--- config.mk ---
export PLATFORM = sky130hd
export DESIGN_NAME = uw_eeprom_master
export DESIGN_NICKNAME = d
export VERILOG_FILES = /design/src/rtl/uw_pkg.sv /design/src/rtl/uw_slot_timer.sv /design/src/rtl/uw_frame_build.sv /design/src/rtl/uw_eeprom_master.sv
export SDC_FILE = /design/constraint.sdc
export NUM_CORES = 1
export LEC_CHECK = 0
export BUFFER_PORTS_ARGS = -buffer_cell sky130_fd_sc_hd__clkbuf_2
export CAP_MARGIN = 30
export CORE_MARGIN = 4
export CORE_UTILIZATION = 45
export DETAILED_ROUTE_END_ITERATION = 10
export PLACE_DENSITY = 0.62
export SYNTH_ARGS = -nofsm -noshare
export SYNTH_HDL_FRONTEND = slang
export SYNTH_SLANG_ARGS = --single-unit
--- constraint.sdc ---
create_clock -name clk_i -period 4.2 [get_ports clk_i]
set_input_delay 0.21 -clock clk_i [delete_from_list [all_inputs] [get_ports clk_i]]
set_output_delay 0.21 -clock clk_i [all_outputs]
set_load 0.05 [all_outputs]
--- src/rtl/uw_pkg.sv ---
package uw_pkg;
  localparam int WORD_W = 16;

  typedef enum logic [2:0] {
    OP_READ  = 3'd0,
    OP_WRITE = 3'd1,
    OP_WEN   = 3'd2,
    OP_WDS   = 3'd3,
    OP_ERASE = 3'd4,
    OP_ERAL  = 3'd5,
    OP_WRAL  = 3'd6,
    OP_RSVD  = 3'd7
  } uw_op_e;

  typedef enum logic [2:0] {ST_IDLE, ST_SEND, ST_RECV, ST_GAP, ST_POLL} uw_state_e;
  typedef enum logic [1:0] {STG_EN, STG_MAIN, STG_DIS} uw_stage_e;

  function automatic logic op_prog(uw_op_e op);
    return op inside {OP_WRITE, OP_ERASE, OP_ERAL, OP_WRAL};
  endfunction

  function automatic logic op_data(uw_op_e op);
    return op inside {OP_WRITE, OP_WRAL};
  endfunction

  function automatic logic op_multi(uw_op_e op);
    return op inside {OP_READ, OP_WRITE, OP_ERASE};
  endfunction
endpackage

--- src/rtl/uw_slot_timer.sv ---
module uw_slot_timer #(
  parameter int DIV_W = 8
) (
  input  logic             clk_i,
  input  logic             rst_ni,
  input  logic             run_i,
  input  logic [DIV_W-1:0] lo_i,
  input  logic [DIV_W-1:0] hi_i,
  output logic             sck_o,
  output logic             rise_o,
  output logic             end_o
);
  logic             ph_q;
  logic [DIV_W-1:0] cnt_q;
  logic [DIV_W-1:0] lim;
  logic             last;

  assign lim    = ph_q ? hi_i : lo_i;
  assign last   = (lim == '0) || (cnt_q == lim - DIV_W'(1));
  assign sck_o  = ph_q;
  assign rise_o = run_i && !ph_q && last;
  assign end_o  = run_i && ph_q && last;

  always_ff @(posedge clk_i or negedge rst_ni) begin
    if (!rst_ni) begin
      ph_q  <= 1'b0;
      cnt_q <= '0;
    end else if (!run_i) begin
      ph_q  <= 1'b0;
      cnt_q <= '0;
    end else if (last) begin
      ph_q  <= !ph_q;
      cnt_q <= '0;
    end else begin
      cnt_q <= cnt_q + DIV_W'(1);
    end
  end

  a_r9_rise_then_high: assert property (@(posedge clk_i) disable iff (!rst_ni)
    rise_o |=> sck_o);
  a_r9_end_then_low: assert property (@(posedge clk_i) disable iff (!rst_ni)
    end_o |=> !sck_o);
endmodule

--- src/rtl/uw_frame_build.sv ---
module uw_frame_build import uw_pkg::*; #(
  parameter int ADDR_W = 6,
  localparam int FW = 3 + ADDR_W + WORD_W,
  localparam int LW = $clog2(FW + 1)
) (
  input  uw_op_e            op_i,
  input  logic [ADDR_W-1:0] addr_i,
  input  logic [WORD_W-1:0] data_i,
  output logic [FW-1:0]     frame_o,
  output logic [LW-1:0]     len_o
);
  logic [1:0]        opc;
  logic [ADDR_W-1:0] fld;
  logic [1:0]        ext;

  always_comb begin
    opc = 2'b00;
    ext = 2'b00;
    fld = addr_i;
    unique case (op_i)
      OP_READ:  opc = 2'b10;
      OP_WRITE: opc = 2'b01;
      OP_ERASE: opc = 2'b11;
      OP_WEN:   ext = 2'b11;
      OP_ERAL:  ext = 2'b10;
      OP_WRAL:  ext = 2'b01;
      default:  ext = 2'b00;
    endcase
    if (opc == 2'b00) fld = {ext, {(ADDR_W-2){1'b0}}};
  end

  assign frame_o = {1'b1, opc, fld, op_data(op_i) ? data_i : {WORD_W{1'b0}}};
  assign len_o   = LW'(3 + ADDR_W) + (op_data(op_i) ? LW'(WORD_W) : LW'(0));
endmodule

--- src/rtl/uw_eeprom_master.sv ---
module uw_eeprom_master import uw_pkg::*; #(
  parameter int ADDR_W = 6,
  parameter int CNT_W  = 8,
  parameter int DIV_W  = 8,
  parameter int POLL_W = 16
) (
  input  logic              clk_i,
  input  logic              rst_ni,
  input  logic              req_valid_i,
  output logic              req_ready_o,
  input  logic [2:0]        req_cmd_i,
  input  logic [ADDR_W-1:0] req_addr_i,
  input  logic [CNT_W-1:0]  req_count_i,
  input  logic [WORD_W-1:0] req_wdata_i,
  output logic              wdata_ack_o,
  input  logic [DIV_W-1:0]  sck_lo_i,
  input  logic [DIV_W-1:0]  sck_hi_i,
  input  logic [POLL_W-1:0] poll_limit_i,
  output logic [WORD_W-1:0] rd_data_o,
  output logic              rd_valid_o,
  output logic              done_o,
  output logic              err_o,
  output logic              cs_o,
  output logic              sck_o,
  output logic              do_o,
  input  logic              di_i
);
  localparam int FW = 3 + ADDR_W + WORD_W;
  localparam int LW = $clog2(FW + 1);

  uw_state_e         st_q;
  uw_stage_e         stg_q;
  uw_op_e            cmd_q, req_op, ld_op;
  logic [ADDR_W-1:0] addr_q, ld_addr;
  logic [CNT_W-1:0]  left_q;
  logic              polled_q, pend_q, err_q;
  logic [FW-1:0]     sh_q, fb_frame;
  logic [LW-1:0]     bits_q, fb_len;
  logic [WORD_W-1:0] rx_q, rdata_q;
  logic [DIV_W-1:0]  lo_q, hi_q;
  logic [POLL_W-1:0] plim_q, pcnt_q;
  logic [POLL_W:0]   pnext;
  logic              done_q, rv_q, ack_q;
  logic              run, rise, slot_end, more;

  assign req_op = uw_op_e'(req_cmd_i);
  assign run    = (st_q != ST_IDLE);
  assign more   = op_multi(cmd_q) && (left_q > CNT_W'(1)) && !err_q;
  assign pnext  = {1'b0, pcnt_q} + {{POLL_W{1'b0}}, 1'b1};

  uw_slot_timer #(.DIV_W(DIV_W)) u_tmr (
    .clk_i, .rst_ni, .run_i(run), .lo_i(lo_q), .hi_i(hi_q),
    .sck_o, .rise_o(rise), .end_o(slot_end)
  );

  // next frame to load: first frame on accept, otherwise decided at gap end
  always_comb begin
    ld_op   = cmd_q;
    ld_addr = addr_q;
    if (st_q == ST_IDLE) begin
      ld_op   = op_prog(req_op) ? OP_WEN : req_op;
      ld_addr = req_addr_i;
    end else if (stg_q == STG_MAIN && !(op_prog(cmd_q) && !polled_q)) begin
      if (more) ld_addr = addr_q + ADDR_W'(1);
      else      ld_op   = OP_WDS;
    end
  end

  uw_frame_build #(.ADDR_W(ADDR_W)) u_fb (
    .op_i(ld_op), .addr_i(ld_addr), .data_i(req_wdata_i),
    .frame_o(fb_frame), .len_o(fb_len)
  );

  always_ff @(posedge clk_i or negedge rst_ni) begin
    if (!rst_ni) begin
      st_q <= ST_IDLE;   stg_q <= STG_MAIN;  cmd_q <= OP_READ;
      addr_q <= '0;      left_q <= '0;       polled_q <= 1'b0;
      pend_q <= 1'b0;    err_q <= 1'b0;      sh_q <= '0;
      bits_q <= '0;      rx_q <= '0;         rdata_q <= '0;
      lo_q <= '0;        hi_q <= '0;         plim_q <= '0;
      pcnt_q <= '0;      done_q <= 1'b0;     rv_q <= 1'b0;
      ack_q <= 1'b0;
    end else begin
      done_q <= 1'b0;
      rv_q   <= 1'b0;
      ack_q  <= 1'b0;
      unique case (st_q)
        ST_IDLE: if (req_valid_i) begin
          cmd_q    <= req_op;
          addr_q   <= req_addr_i;
          left_q   <= (req_count_i == '0) ? CNT_W'(1) : req_count_i;
          lo_q     <= sck_lo_i;
          hi_q     <= sck_hi_i;
          plim_q   <= poll_limit_i;
          err_q    <= 1'b0;
          polled_q <= 1'b0;
          stg_q    <= op_prog(req_op) ? STG_EN : STG_MAIN;
          sh_q     <= fb_frame;
          bits_q   <= fb_len;
          st_q     <= ST_SEND;
        end
        ST_SEND: if (slot_end) begin
          if (bits_q == LW'(1)) begin
            if (stg_q == STG_MAIN && cmd_q == OP_READ) begin
              st_q   <= ST_RECV;
              bits_q <= LW'(WORD_W + 1);
            end else begin
              st_q <= ST_GAP;
            end
          end else begin
            sh_q   <= sh_q << 1;
            bits_q <= bits_q - LW'(1);
          end
        end
        ST_RECV: begin
          if (rise) begin
            rx_q   <= {rx_q[WORD_W-2:0], di_i};
            bits_q <= bits_q - LW'(1);
          end
          if (slot_end && bits_q == '0) begin
            st_q    <= ST_GAP;
            rv_q    <= 1'b1;
            rdata_q <= rx_q;
          end
        end
        ST_POLL: begin
          if (rise) begin
            if (di_i) begin
              pend_q <= 1'b1;
            end else begin
              pcnt_q <= pnext[POLL_W-1:0];
              if (pnext >= {1'b0, plim_q}) begin
                pend_q <= 1'b1;
                err_q  <= 1'b1;
              end
            end
          end
          if (slot_end && pend_q) begin
            st_q     <= ST_GAP;
            polled_q <= 1'b1;
          end
        end
        ST_GAP: if (slot_end) begin
          if (stg_q == STG_MAIN && op_prog(cmd_q) && !polled_q) begin
            st_q   <= ST_POLL;
            pend_q <= 1'b0;
            pcnt_q <= '0;
          end else if (stg_q == STG_DIS || (stg_q == STG_MAIN && !more && !op_prog(cmd_q))) begin
            st_q   <= ST_IDLE;
            done_q <= 1'b1;
          end else begin
            if (stg_q == STG_EN) begin
              stg_q <= STG_MAIN;
            end else if (more) begin
              addr_q   <= addr_q + ADDR_W'(1);
              left_q   <= left_q - CNT_W'(1);
              polled_q <= 1'b0;
            end else begin
              stg_q <= STG_DIS;
            end
            sh_q   <= fb_frame;
            bits_q <= fb_len;
            ack_q  <= op_data(ld_op);
            st_q   <= ST_SEND;
          end
        end
        default: st_q <= ST_IDLE;
      endcase
    end
  end

  assign req_ready_o = (st_q == ST_IDLE);
  assign cs_o        = st_q inside {ST_SEND, ST_RECV, ST_POLL};
  assign do_o        = (st_q == ST_SEND) && sh_q[FW-1];
  assign rd_data_o   = rdata_q;
  assign rd_valid_o  = rv_q;
  assign done_o      = done_q;
  assign err_o       = err_q;
  assign wdata_ack_o = ack_q;

  a_r9_pins_hold: assert property (@(posedge clk_i) disable iff (!rst_ni)
    sck_o |-> ($stable(do_o) && $stable(cs_o)));
  a_r11_idle_quiet: assert property (@(posedge clk_i) disable iff (!rst_ni)
    req_ready_o |-> (!cs_o && !sck_o));
  a_r11_done_pulse: assert property (@(posedge clk_i) disable iff (!rst_ni)
    done_o |=> !done_o);
  a_r3_valid_pulse: assert property (@(posedge clk_i) disable iff (!rst_ni)
    rd_valid_o |=> !rd_valid_o);
  a_r8_gap_min: assert property (@(posedge clk_i) disable iff (!rst_ni)
    $fell(cs_o) |=> !cs_o);
  a_r7_err_hold: assert property (@(posedge clk_i) disable iff (!rst_ni)
    $fell(err_o) |-> $past(req_valid_i && req_ready_o));
endmodule

==> run summary <==
- **placed wire-length estimate** 14800 µm
- **Max transition margin** 0.402
- **number of buffers added by the clock tree synthesis step** 17
- **Least-Margin Pin Slew** 0.896 ns
- **met1 global-route usage** 0.302
- **post-route cell area** 0.0101 mm²
- **CP max FO** 43
- **Cell Count Post-Placement** 1194
- **total number of yosys warnings** 0
- **io pins** 93
- **final clock skew** 0.0115 ns
- **vias per cell** 5.78
- **share of the clock period used by the worst path** 0.841
- **number of unique standard cell types used by synthesis** 75
- **final count of hold timing violations** 0
- **synthesized netlist cell count** 902
- **number of clock sinks seen by CTS** 147
- **mean area per synthesized cell** 9.34 µm²
- **CTS Root Cell** sky130_fd_sc_hd__clkbuf_16
- **pre-CTS setup slack** 0.718 ns
- **Starting Density** 0.462
- **area share of the largest cell type after synthesis** 0.434
- **Final TNS setup** 0 ns
- **element type at the critical path start** flop
- **Post-CTS Setup Inserts** 0
- **worst hold path type** in2reg
- **highest-count cells in the layout ignoring fill and taps** sky130_fd_sc_hd__dfrtp_1, sky130_fd_sc_hd__nand2_1, sky130_fd_sc_hd__clkbuf_2
- **Final Net Count** 1110
- **met2 usage** 0.345
- **Detailed Route Iter0 Violations** 488
- **Synth Flop Type** sky130_fd_sc_hd__dfrtp_1
- **RSZ-0062 raised after global routing** false
- **diode count** 0
- **R2R depth** 7
- **post-placement cell area** 0.00912 mm²
- **GRT Max-Usage Layer** met2
- **Clock Path Buffers** 2
- **max-slew violation count** 0
- **met3 track utilization from global routing** 0.0467
- **combined area of all synthesized cells** 0.00842 mm²
- **number of nets with antenna violations after routing** 0
- **# Max-Cap Violations** 0
- **TritonCTS clock tree** built
- **area of the core** 0.0182 mm²
- **kind of capture point of the worst setup path** flop
- **layout cells sized above 1** 0.206
- **number of cells traversed by the worst hold path** 3
- **RePlAce Congestion** 0.891
- **Final Instance Count excl. Fillers** 1258
- **area of the die** 0.0210 mm²
- **number of antenna violations at the first check in global routing** 0
- **Final setup violation count** 0
- **total wirelength of the detailed-routed design** 21700 µm
- **crit path time final** 3.53 ns
- **Synth Register Bits** 147
- **number of remaining DRC errors** 0
- **Die Width** 145 µm
- **sequential share of the synthesized area** 0.437
- **Setup Crit Path Kind** reg2reg
- **result of the run** completed
- **min setup slack post-route** 0.666 ns
- **FFs w/ async S/R, synth** 1.00
- **cell type with the largest total area after synthesis** sky130_fd_sc_hd__dfrtp_1
- **largest net degree at the start of global routing** 100
- **overall power after layout** 6.66 mW
- **die height** 145 µm
- **CTS H-Tree Depth** 4
- **Total Routing Usage GR** 0.218
- **vias after detailed routing** 7274
- **Leak Pwr** 4.64 nW
- **FP Rows** 49
- **vias in the first global route** 7215
- **area overhead of the layout relative to synthesis** 19.5%
- **data arrival at the endpoint of the critical path** 3.88 ns
- **clock insertion delay at the later pin of the skew report** 0.44 ns
- **PD cells** 662 mW/mm²
- **Initial DRT Pass Iterations** 5
- **detail-routed net length per standard cell** 17.2 µm
- **synth top area cells** sky130_fd_sc_hd__dfrtp_1, sky130_fd_sc_hd__nand2_1, sky130_fd_sc_hd__mux2_2
- **fraction of the core area covered by cells at the end of the flow** 0.553
- **worst-case hold slack** 0.0111 ns
- **port bufs** 92
- **global-route wire length before repair** 36400 µm
- **GRT Residual Overflow** 0
- **Post-synth EDFFs** 0
- **Clock Pin Slew Worst Setup and Hold Paths** 0.07 ns
- **worst supply voltage drop on vdd** 0.366 mV
- **achievable frequency** 283 MHz
- **post-synth net total** 996
- **most common cell after layout, fill and taps aside** sky130_fd_sc_hd__dfrtp_1
- **required time of the critical path** 4.55 ns
[synthesized netlist by cell type, types with 9 or more instances]
cell                       number
sky130_fd_sc_hd__clkbuf_1      34
sky130_fd_sc_hd__nand3_1       16
sky130_fd_sc_hd__o211ai_1      24
sky130_fd_sc_hd__a21oi_1       33
sky130_fd_sc_hd__and3_1        11
sky130_fd_sc_hd__xor2_1        15
sky130_fd_sc_hd__inv_1         25
sky130_fd_sc_hd__a21o_1        11
sky130_fd_sc_hd__nand4_1       19
sky130_fd_sc_hd__nor3_1        39
sky130_fd_sc_hd__nor2_1        55
sky130_fd_sc_hd__o22a_1        12
sky130_fd_sc_hd__mux2_2        40
sky130_fd_sc_hd__mux2i_1        9
sky130_fd_sc_hd__nand2_1      136
sky130_fd_sc_hd__ha_1          25
sky130_fd_sc_hd__a31oi_1       25
sky130_fd_sc_hd__xnor2_1       24
sky130_fd_sc_hd__o21ai_0       45
sky130_fd_sc_hd__dfrtp_1      146
sky130_fd_sc_hd__o31ai_1       14
[sequential cells by signal, indices dropped and copies added, names as in the netlist, 8 cells and up]
register	count
left_q	8
u_tmr.cnt_q	8
pcnt_q	16
rx_q	16
hi_q	8
sh_q	25
plim_q	16
lo_q	8
rd_data_o	16
[worst paths after layout]
kind | start | to | slack (ns)
worst max register to register | st_q[1]$_DFFE_PN0P_ | sh_q[0]$_DFFE_PN0P_ | 0.67
worst min register to register | rd_data_o[15]$_DFFE_PN0P_ | rd_data_o[15]$_DFFE_PN0P_ | 0.49
max in group asynchronous | rst_ni | sh_q[21]$_DFFE_PN0P_ | 2.91
min in group asynchronous | rst_ni | plim_q[8]$_DFFE_PN0P_ | 0.18
worst min-delay path | poll_limit_i[15] | plim_q[15]$_DFFE_PN0P_ | 0.01
worst max-delay path | st_q[1]$_DFFE_PN0P_ | sh_q[0]$_DFFE_PN0P_ | 0.67
[report_power, final]
part	switching [mW]	total (mW)	internal [mW]
Clock	0.730	1.54	0.806
Combinational	1.78	2.92	1.14
Sequential	0.373	2.20	1.83
Total	2.88	6.66	3.78
[layer usage]
| metal | share of wire | up-vias |
|---|---|---|
| met5 | 0 | - |
| met4 | 0.016 | 0 |
| met3 | 0.050 | 31 |
| met2 | 0.47 | 185 |
| met1 | 0.47 | 3534 |
| li1 | - | 3524 |
[worst max-delay path: stages (launching register included)]
cell                       delay [ns]
sky130_fd_sc_hd__dfrtp_1         0.50
sky130_fd_sc_hd__nor2_1          0.46
sky130_fd_sc_hd__nand2_1         0.42
sky130_fd_sc_hd__clkinv_1        0.28
sky130_fd_sc_hd__and2_2          0.78
sky130_fd_sc_hd__or2_1           0.46
sky130_fd_sc_hd__buf_4           0.30
sky130_fd_sc_hd__mux2i_1         0.23
[final cells by class]
class | instances | area, µm²
clock buffers | 17 | 425
clock inverters | 15 | 180
well taps | 229 | 287
flip-flops and latches | 147 | 3680
inverters | 27 | 101
fillers | 1632 | 8150
repair buffers | 147 | 977
multi-input cells | 676 | 4410
[kinds of logic (layout without fill, tap and decap cells)]
logic type      count (synthesis)  in the layout  synth area share
simple gates                  338            338             0.197
xor+xnor                       39             39            0.0406
fa+ha+maj                      25             25            0.0371
mux                            51             51            0.0669
flops                         147            147             0.437
buf+inv                        79            206            0.0406
compound gates                223            223             0.180
[what timing repair did]
item	4_1_cts	5_1_grt
hold endpoints to repair	126	0
gates resized for setup	0	0
hold buffers	31	0
Note: power is estimated with default switching activity, not from simulation.
